$ cat src/rtl/tint_pkg.sv
package tint_pkg;

    // Trail update selected for one cycle, already priority-resolved
    typedef enum logic [1:0] {
        OP_HOLD  = 2'd0,
        OP_START = 2'd1,
        OP_DESC  = 2'd2,
        OP_BACK  = 2'd3
    } trail_op_e;

    typedef struct packed {
        logic start;
        logic desc;
        logic back;
    } step_ctl_t;

    function automatic trail_op_e resolve_op(input step_ctl_t c);
        if (c.start)     return OP_START;
        else if (c.desc) return OP_DESC;
        else if (c.back) return OP_BACK;
        else             return OP_HOLD;
    endfunction

endpackage

$ cat src/rtl/tint_overlap_cmp.sv
module tint_overlap_cmp #(
    parameter int  TW           = 16,
    parameter bit  TOUCH_OVERLP = 1'b1
) (
    input  logic [TW-1:0] l_near,
    input  logic [TW-1:0] l_far,
    input  logic [TW-1:0] r_near,
    input  logic [TW-1:0] r_far,
    output logic          overlap
);
    logic apart;

    generate
        if (TOUCH_OVERLP) begin : g_touch_counts
            // Sharing an endpoint is treated as overlapping (conservative)
            assign apart = (l_far < r_near) || (r_far < l_near);
        end else begin : g_touch_apart
            assign apart = (l_far <= r_near) || (r_far <= l_near);
        end
    endgenerate

    assign overlap = ~apart;
endmodule

$ cat src/rtl/tint_ovl_trail.sv
module tint_ovl_trail
    import tint_pkg::*;
#(
    parameter int DEPTH = 32,
    parameter int LVW   = $clog2(DEPTH + 1)
) (
    input  logic             clk,
    input  logic             rst,
    input  trail_op_e        op,
    input  logic             shift_in,
    input  logic [LVW-1:0]   levels,
    output logic [DEPTH-1:0] ovl_q
);
    logic [DEPTH-1:0] ovl_d;

    always_comb begin
        ovl_d = ovl_q;
        unique case (op)
            OP_START: ovl_d = '0;
            OP_DESC:  ovl_d = {ovl_q[DEPTH-2:0], shift_in};
            OP_BACK:  ovl_d = ovl_q >> levels;
            default:  ovl_d = ovl_q;
        endcase
    end

    always_ff @(posedge clk) begin
        if (rst) ovl_q <= '0;
        else     ovl_q <= ovl_d;
    end
endmodule

$ cat src/rtl/tint_mask_logic.sv
module tint_mask_logic #(
    parameter int DEPTH = 32
) (
    input  logic [DEPTH-1:0] main_trail,
    input  logic [DEPTH-1:0] ovl_trail,
    input  logic             hit,
    input  logic             mrpn_valid,
    output logic [DEPTH-1:0] pruned,
    output logic             mrpn_drop
);
    logic [DEPTH-1:0] low_bit;
    logic [DEPTH-1:0] kept;

    // Isolate the level of the most recently postponed node
    assign low_bit = main_trail & (~main_trail + {{(DEPTH-1){1'b0}}, 1'b1});

    genvar gi;
    generate
        for (gi = 0; gi < DEPTH; gi++) begin : g_lvl
            assign kept[gi]   = main_trail[gi] & ovl_trail[gi];
            assign pruned[gi] = hit ? kept[gi] : main_trail[gi];
        end
    endgenerate

    assign mrpn_drop = hit && mrpn_valid && ((low_bit & ovl_trail) == '0);
endmodule

$ cat src/rtl/tint_prune_unit.sv
module tint_prune_unit
    import tint_pkg::*;
#(
    parameter int DEPTH = 32,
    parameter int TW    = 16,
    parameter int LVW   = $clog2(DEPTH + 1)
) (
    input  logic             clk,
    input  logic             rst,
    input  logic             ray_start,
    input  logic             desc_step,
    input  logic             desc_both,
    input  logic [TW-1:0]    t_l_near,
    input  logic [TW-1:0]    t_l_far,
    input  logic [TW-1:0]    t_r_near,
    input  logic [TW-1:0]    t_r_far,
    input  logic             back_step,
    input  logic [LVW-1:0]   back_levels,
    input  logic [DEPTH-1:0] trail_in,
    input  logic             mrpn_valid,
    input  logic             hit_found,
    output logic [DEPTH-1:0] trail_out,
    output logic             mrpn_clear
);
    step_ctl_t        ctl;
    trail_op_e        op;
    logic             ivl_overlap;
    logic             new_bit;
    logic [DEPTH-1:0] ovl_q;

    assign ctl = '{start: ray_start, desc: desc_step, back: back_step};
    assign op  = resolve_op(ctl);

    tint_overlap_cmp #(.TW(TW), .TOUCH_OVERLP(1'b1)) u_cmp (
        .l_near (t_l_near),
        .l_far  (t_l_far),
        .r_near (t_r_near),
        .r_far  (t_r_far),
        .overlap(ivl_overlap)
    );

    // A level matters only if a sibling was actually postponed there
    assign new_bit = desc_both & ivl_overlap;

    tint_ovl_trail #(.DEPTH(DEPTH), .LVW(LVW)) u_trail (
        .clk     (clk),
        .rst     (rst),
        .op      (op),
        .shift_in(new_bit),
        .levels  (back_levels),
        .ovl_q   (ovl_q)
    );

    tint_mask_logic #(.DEPTH(DEPTH)) u_mask (
        .main_trail(trail_in),
        .ovl_trail (ovl_q),
        .hit       (hit_found),
        .mrpn_valid(mrpn_valid),
        .pruned    (trail_out),
        .mrpn_drop (mrpn_clear)
    );
endmodule

$ cat config.mk
export PLATFORM = sky130hd
export DESIGN_NAME = tint_prune_unit
export DESIGN_NICKNAME = d
export VERILOG_FILES = /design/src/rtl/tint_pkg.sv /design/src/rtl/tint_overlap_cmp.sv /design/src/rtl/tint_ovl_trail.sv /design/src/rtl/tint_mask_logic.sv /design/src/rtl/tint_prune_unit.sv
export SDC_FILE = /design/constraint.sdc
export NUM_CORES = 1
export LEC_CHECK = 0
export BUFFER_PORTS_ARGS = -buffer_cell sky130_fd_sc_hd__buf_4
export CORE_MARGIN = 10
export CORE_UTILIZATION = 57
export CTS_CLUSTER_DIAMETER = 100
export DETAILED_ROUTE_END_ITERATION = 8
export PLACE_DENSITY = 0.88
export SLEW_MARGIN = 40
export SYNTH_ARGS = -nofsm -noshare
export SYNTH_HDL_FRONTEND = slang
export SYNTH_HIERARCHICAL = 1
export SYNTH_SLANG_ARGS = --single-unit
export TNS_END_PERCENT = 5
$ cat constraint.sdc
create_clock -name clk -period 6.3 [get_ports clk]
set_clock_uncertainty 0.15 [all_clocks]
set_input_delay 1.89 -clock clk [delete_from_list [all_inputs] [get_ports clk]]
set_output_delay 1.89 -clock clk [all_outputs]
set_load 0.01 [all_outputs]
Word level (Yosys, flattened, before mapping)
Cells that the tools add are included.
{"block": "totals", "regBits": 32, "in_bits": 110, "output_inout_bits": 33}
{"block": "op_classes", "n_addsub": 1, "order_cmp": 2, "n_eq_ne": 3, "shifts": 1, "n_mux": 36, "n_bitwise": 37, "n_reduce_logical": 5}
{"cell": "32-bit one-hot mux with 3 select lines", "count": 1}
{"cell": "32-bit AND", "count": 2}
{"cell": "1-bit AND", "count": 33}
{"cell": "32-bit by 1-bit adder with 32-bit output (second input constant)", "count": 1}
{"cell": "32-bit logical NOT", "count": 1}
{"cell": "16-bit less-than comparator", "count": 2}
{"cell": "1-bit 2-to-1 mux", "count": 32}
{"cell": "32-bit inverter", "count": 1}
{"cell": "32-bit by 6-bit >> shifter with 32-bit output", "count": 1}
{"cell": "2-bit 2-to-1 mux", "count": 3}
{"cell": "2-bit equality test (second input constant)", "count": 2}
{"cell": "3-bit nonzero test", "count": 1}
{"cell": "2-bit by 1-bit equality test with 1-bit output (second input constant)", "count": 1}
{"cell": "1-bit logical AND", "count": 2}
{"cell": "1-bit logical OR", "count": 1}
{"cell": "1-bit inverter", "count": 1}

Depth between registers and ports, before layout
{"block": "logic_depth", "word_depth": 6, "ltp_mapped": 12}

Cells and area by module
The synthesis kept the hierarchy.
{"mod": "tint_ovl_trail", "n_inst": 1, "cells_per_inst": 348, "area_each_um2": 3042.9, "seq_area_each_um2": 640.6}
{"mod": "tint_overlap_cmp", "n_inst": 1, "cells_per_inst": 105, "area_each_um2": 773.2, "seq_area_each_um2": 0.0}
{"mod": "tint_mask_logic", "n_inst": 1, "cells_per_inst": 129, "area_each_um2": 742.0, "seq_area_each_um2": 0.0}
{"mod": "tint_prune_unit", "n_inst": 1, "cells_per_inst": 5, "area_each_um2": 25.0, "seq_area_each_um2": 0.0}

Worst setup path before layout
No wires, ideal clock.
{"block": "synth_timing", "path_kind": "input to output", "from": "in trail_in[10]", "to": "out mrpn_clear", "arrival_ns": 2.901, "required_time_ns": 4.260, "slack_ns": 1.359, "path_stages": 6, "n_path_buf": 0, "cell_sequence": "nor2_1 -> a32oi_1 -> o22ai_1 -> a221oi_2 -> nand2_1 -> a311oi_1"}
{"block": "synth_between", "elab_chain_len": 6}
{"element": "start, declared", "line_no": "tint_prune_unit.sv:19", "source": "input logic [DEPTH-1:0] trail_in,"}
{"element": "32-bit inverter", "line_no": "tint_mask_logic.sv:15", "source": "assign low_bit = main_trail & (~main_trail + {{(DEPTH-1){1'b0}}, 1'b1});"}
{"element": "32-bit by 1-bit adder with 32-bit output", "line_no": "tint_mask_logic.sv:15"}
{"element": "32-bit AND (*)", "line_no": "tint_mask_logic.sv:15"}
{"element": "32-bit AND (*)", "line_no": "tint_mask_logic.sv:25", "source": "assign mrpn_drop = hit && mrpn_valid && ((low_bit & ovl_trail) == '0);"}
{"element": "32-bit logical NOT (*)", "line_no": "tint_mask_logic.sv:25"}
{"element": "1-bit logical AND (*)", "line_no": "tint_mask_logic.sv:25"}
{"element": "end, declared", "line_no": "tint_prune_unit.sv:23", "source": "output logic mrpn_clear"}
Every way passes the cells marked *; elsewhere a longest branch is shown, timed or not.

Final worst setup path
{"block": "layout_timing", "from": "in trail_in[20]", "to": "out mrpn_clear"}
The elaborated chain is that of the path after synthesis.

==> flow_summary.ini <==
[outcome]
outcome = finished, final reports clean

[power]
swShare = 0.317
pwr_density_cell_nw_per_um2 = 98.2
p_leak_nw = 2.45
pwr-share-seq = 0.366
power_frac_comb = 0.380
p_clk_frac = 0.254
ir_drop_v = 0.0000895
p_int_mw = 0.381
p_switching_mw = 0.177

[clock_tree]
htreeDepth = 2
cts-root-buf = clkbuf_8
ctsHoldBuffers = 0
clkSinkCount = 32
clk_path_buf_depth = 2
clk_latency_ns = 0.28
cts_buffers = 5
cts_setup_buffers = 0
cts.repair.resized = 0
cts_tree = done
clk_pin_slew_ns = 0.06

[timing]
drv_slew = 0
worst_pin_slew_ns = 0.850
post-route-period-util = 0.865
tns_ns = 0
post-route-min-period_ns = 5.45
relSlewSlack = 0.430
rsz0062_at_grt = no
holdWs_ns = 0.623
hold_violations = 0
fmax_ghz = 0.183
setup_viol = 0

[critical_path]
r2r_end = u_trail/ovl_q[22]
ff2ff_path_depth = 5
cpMaxStageDelayCell = o31ai_1
rr_startpoint = u_trail/ovl_q[22]
critical_path_class = in2out
crit_end = mrpn_clear
startpoint_type = input port
worst_ep_arrival_time_ns = 3.41
cp_max_fo = 4
crit_start = trail_in[20]
critPathCaptureType = primary output
critPathMaxStageDelay_ns = 0.44
cp_data_required_time_ns = 4.26
worst-r2r-setup-slack_ns = 4.05
path_cells = buf_4 > nor3_1 > nand4b_1 > nand3_1 > a311oi_1 > o31ai_1 > a311oi_1 > buf_4

[global_route]
grt_usage = 0.246
grt-ovfl-total = 0
grt_max_degree = 39
grt_pass1_vias = 4958
grt_pass1_wl_um = 24200
antenna_found_initial = 0

[placed_design]
port_buffers = 142
dpl.hpwl_um = 12000
place_congestion = 0.949

[synth]
synth_edf_count = 0
ys_types = 60
ys_seq_area_frac = 0.140
syn_area_per_cell_sq_um = 7.81
synthArstFlopShare = 0
ys_seq_elements = 32
syn-cell-area_sq_um = 4580
postSynthNetCount = 727
synthCells = 587
synth_ff_type = dfxtp_1
yosys_warnings = 6

[detailed_routing]
dr.pass1.iters = 6
postRouteAntennaNets = 0
routed_wl_um = 15700
drc_errors = 0
drtIter0Drc = 619
viasPerCell = 6.39
drt-wirelength-per-cell_um = 19.5
vias = 5141

[finish]
nNetsFinal = 844
final_common_cell = buf_4
drive_above_1_share = 0.269
num_antenna_cells = 0
top_register = u_trail/ovl_q
reg.largest.list = u_trail/ovl_q: 32 flops
final_util = 0.732
syn2layout_area_growth_pct = 24.1
largest_register_ffs = 32
layout_common_cells = 144 x buf_4, 66 x nor2_1, 64 x inv_1

[worst_hold_path]
hp-class = reg2reg
min_path_cells = 3

[run]
cap_violations = 0

[floorplanning]
rows = 32
dieHeight_um = 110
initial_utilization = 0.590
fp.dieArea_sq_um = 12000
ioPinCount = 143
core_region_area_sq_um = 7770
die_w_um = 110
-- kinds of logic after synthesis --
family / share of synthesized area
compound gates: 0.221
fa+ha+maj: 0.0819
buf+inv: 0.0945
flops: 0.140
mux: 0.285
simple gates: 0.178
-- synthesized netlist by cell type (4+ instances only) --
cell,count,area [sq um]
nor2_1,67,251
buf_2,10,50.1
o22ai_1,8,50.1
mux2i_1,55,551
mux2_2,7,78.8
nor3_1,8,40.0
mux4_1,6,158
a21boi_0,32,240
nand3_1,12,60.1
and2_1,4,25.0
ha_1,30,375
a22oi_1,5,37.5
inv_1,64,240
clkbuf_1,18,67.6
nand2_1,62,233
a21oi_1,63,315
nand4_1,4,25.0
nand2b_1,4,25.0
dfxtp_1,32,641
o21ai_0,8,40.0
mux4_2,23,518
-- stage by stage --
step | power (mW) | cells | worst slack [ns] | area, sq um
after floorplan | 0.323 | 587 | 1.36 | 4580
after global placement | 0.410 | 799 | 0.855 | 5620
after detailed placement | 0.419 | 799 | 0.852 | 5620
after CTS | 0.557 | 804 | 0.858 | 5690
after global routing | 0.588 | 804 | 0.673 | 5690
final | 0.558 | 804 | 0.850 | 5690
-- area by class of cell --
type | instances | area [sq um]
Clock buffer | 5 | 68.8
Fill cell | 589 | 2080
Timing Repair Buffer | 144 | 1080
Multi-Input combinational cell | 454 | 3520
Sequential cell | 32 | 641
Tap cell | 102 | 128
Inverter | 67 | 251
-- critical path: cells and delay by family --
family | cells | cell delay [ns]
AOI/OAI and AO/OA | 3 | 0.71
and+or+nand+nor | 3 | 0.50
buffers and inverters | 2 | 0.29
-- power groups by stage --
stage                     Sequential [mW]  Clock, mW  Combinational (mW)
after floorplan                     0.208          0               0.115
after global placement              0.209          0               0.202
after detailed placement            0.209          0               0.210
after CTS                           0.204      0.142               0.211
after global routing                0.204      0.153               0.231
final                               0.204      0.142               0.212
-- how the worst min path moves through the flow --
stage	from	end	slack, ns
floorplan	u_trail/ovl_q[16]	u_trail/ovl_q[16]	0.49
global placement	u_trail/ovl_q[16]	u_trail/ovl_q[16]	0.55
detailed placement	u_trail/ovl_q[16]	u_trail/ovl_q[16]	0.60
CTS	u_trail/ovl_q[28]	u_trail/ovl_q[28]	0.62
global route	u_trail/ovl_q[28]	u_trail/ovl_q[28]	0.69
finish	u_trail/ovl_q[28]	u_trail/ovl_q[28]	0.62
-- metal layers --
| metal | global-route usage | vias up | part of all wire |
|---|---|---|---|
| met5 | 0 | - | 0 |
| met4 | 0.0939 | 0 | 0.034 |
| met3 | 0.0532 | 65 | 0.12 |
| met2 | 0.434 | 374 | 0.50 |
| met1 | 0.285 | 2342 | 0.35 |
| li1 | - | 2360 | - |
(Power assumes the default switching activity.)
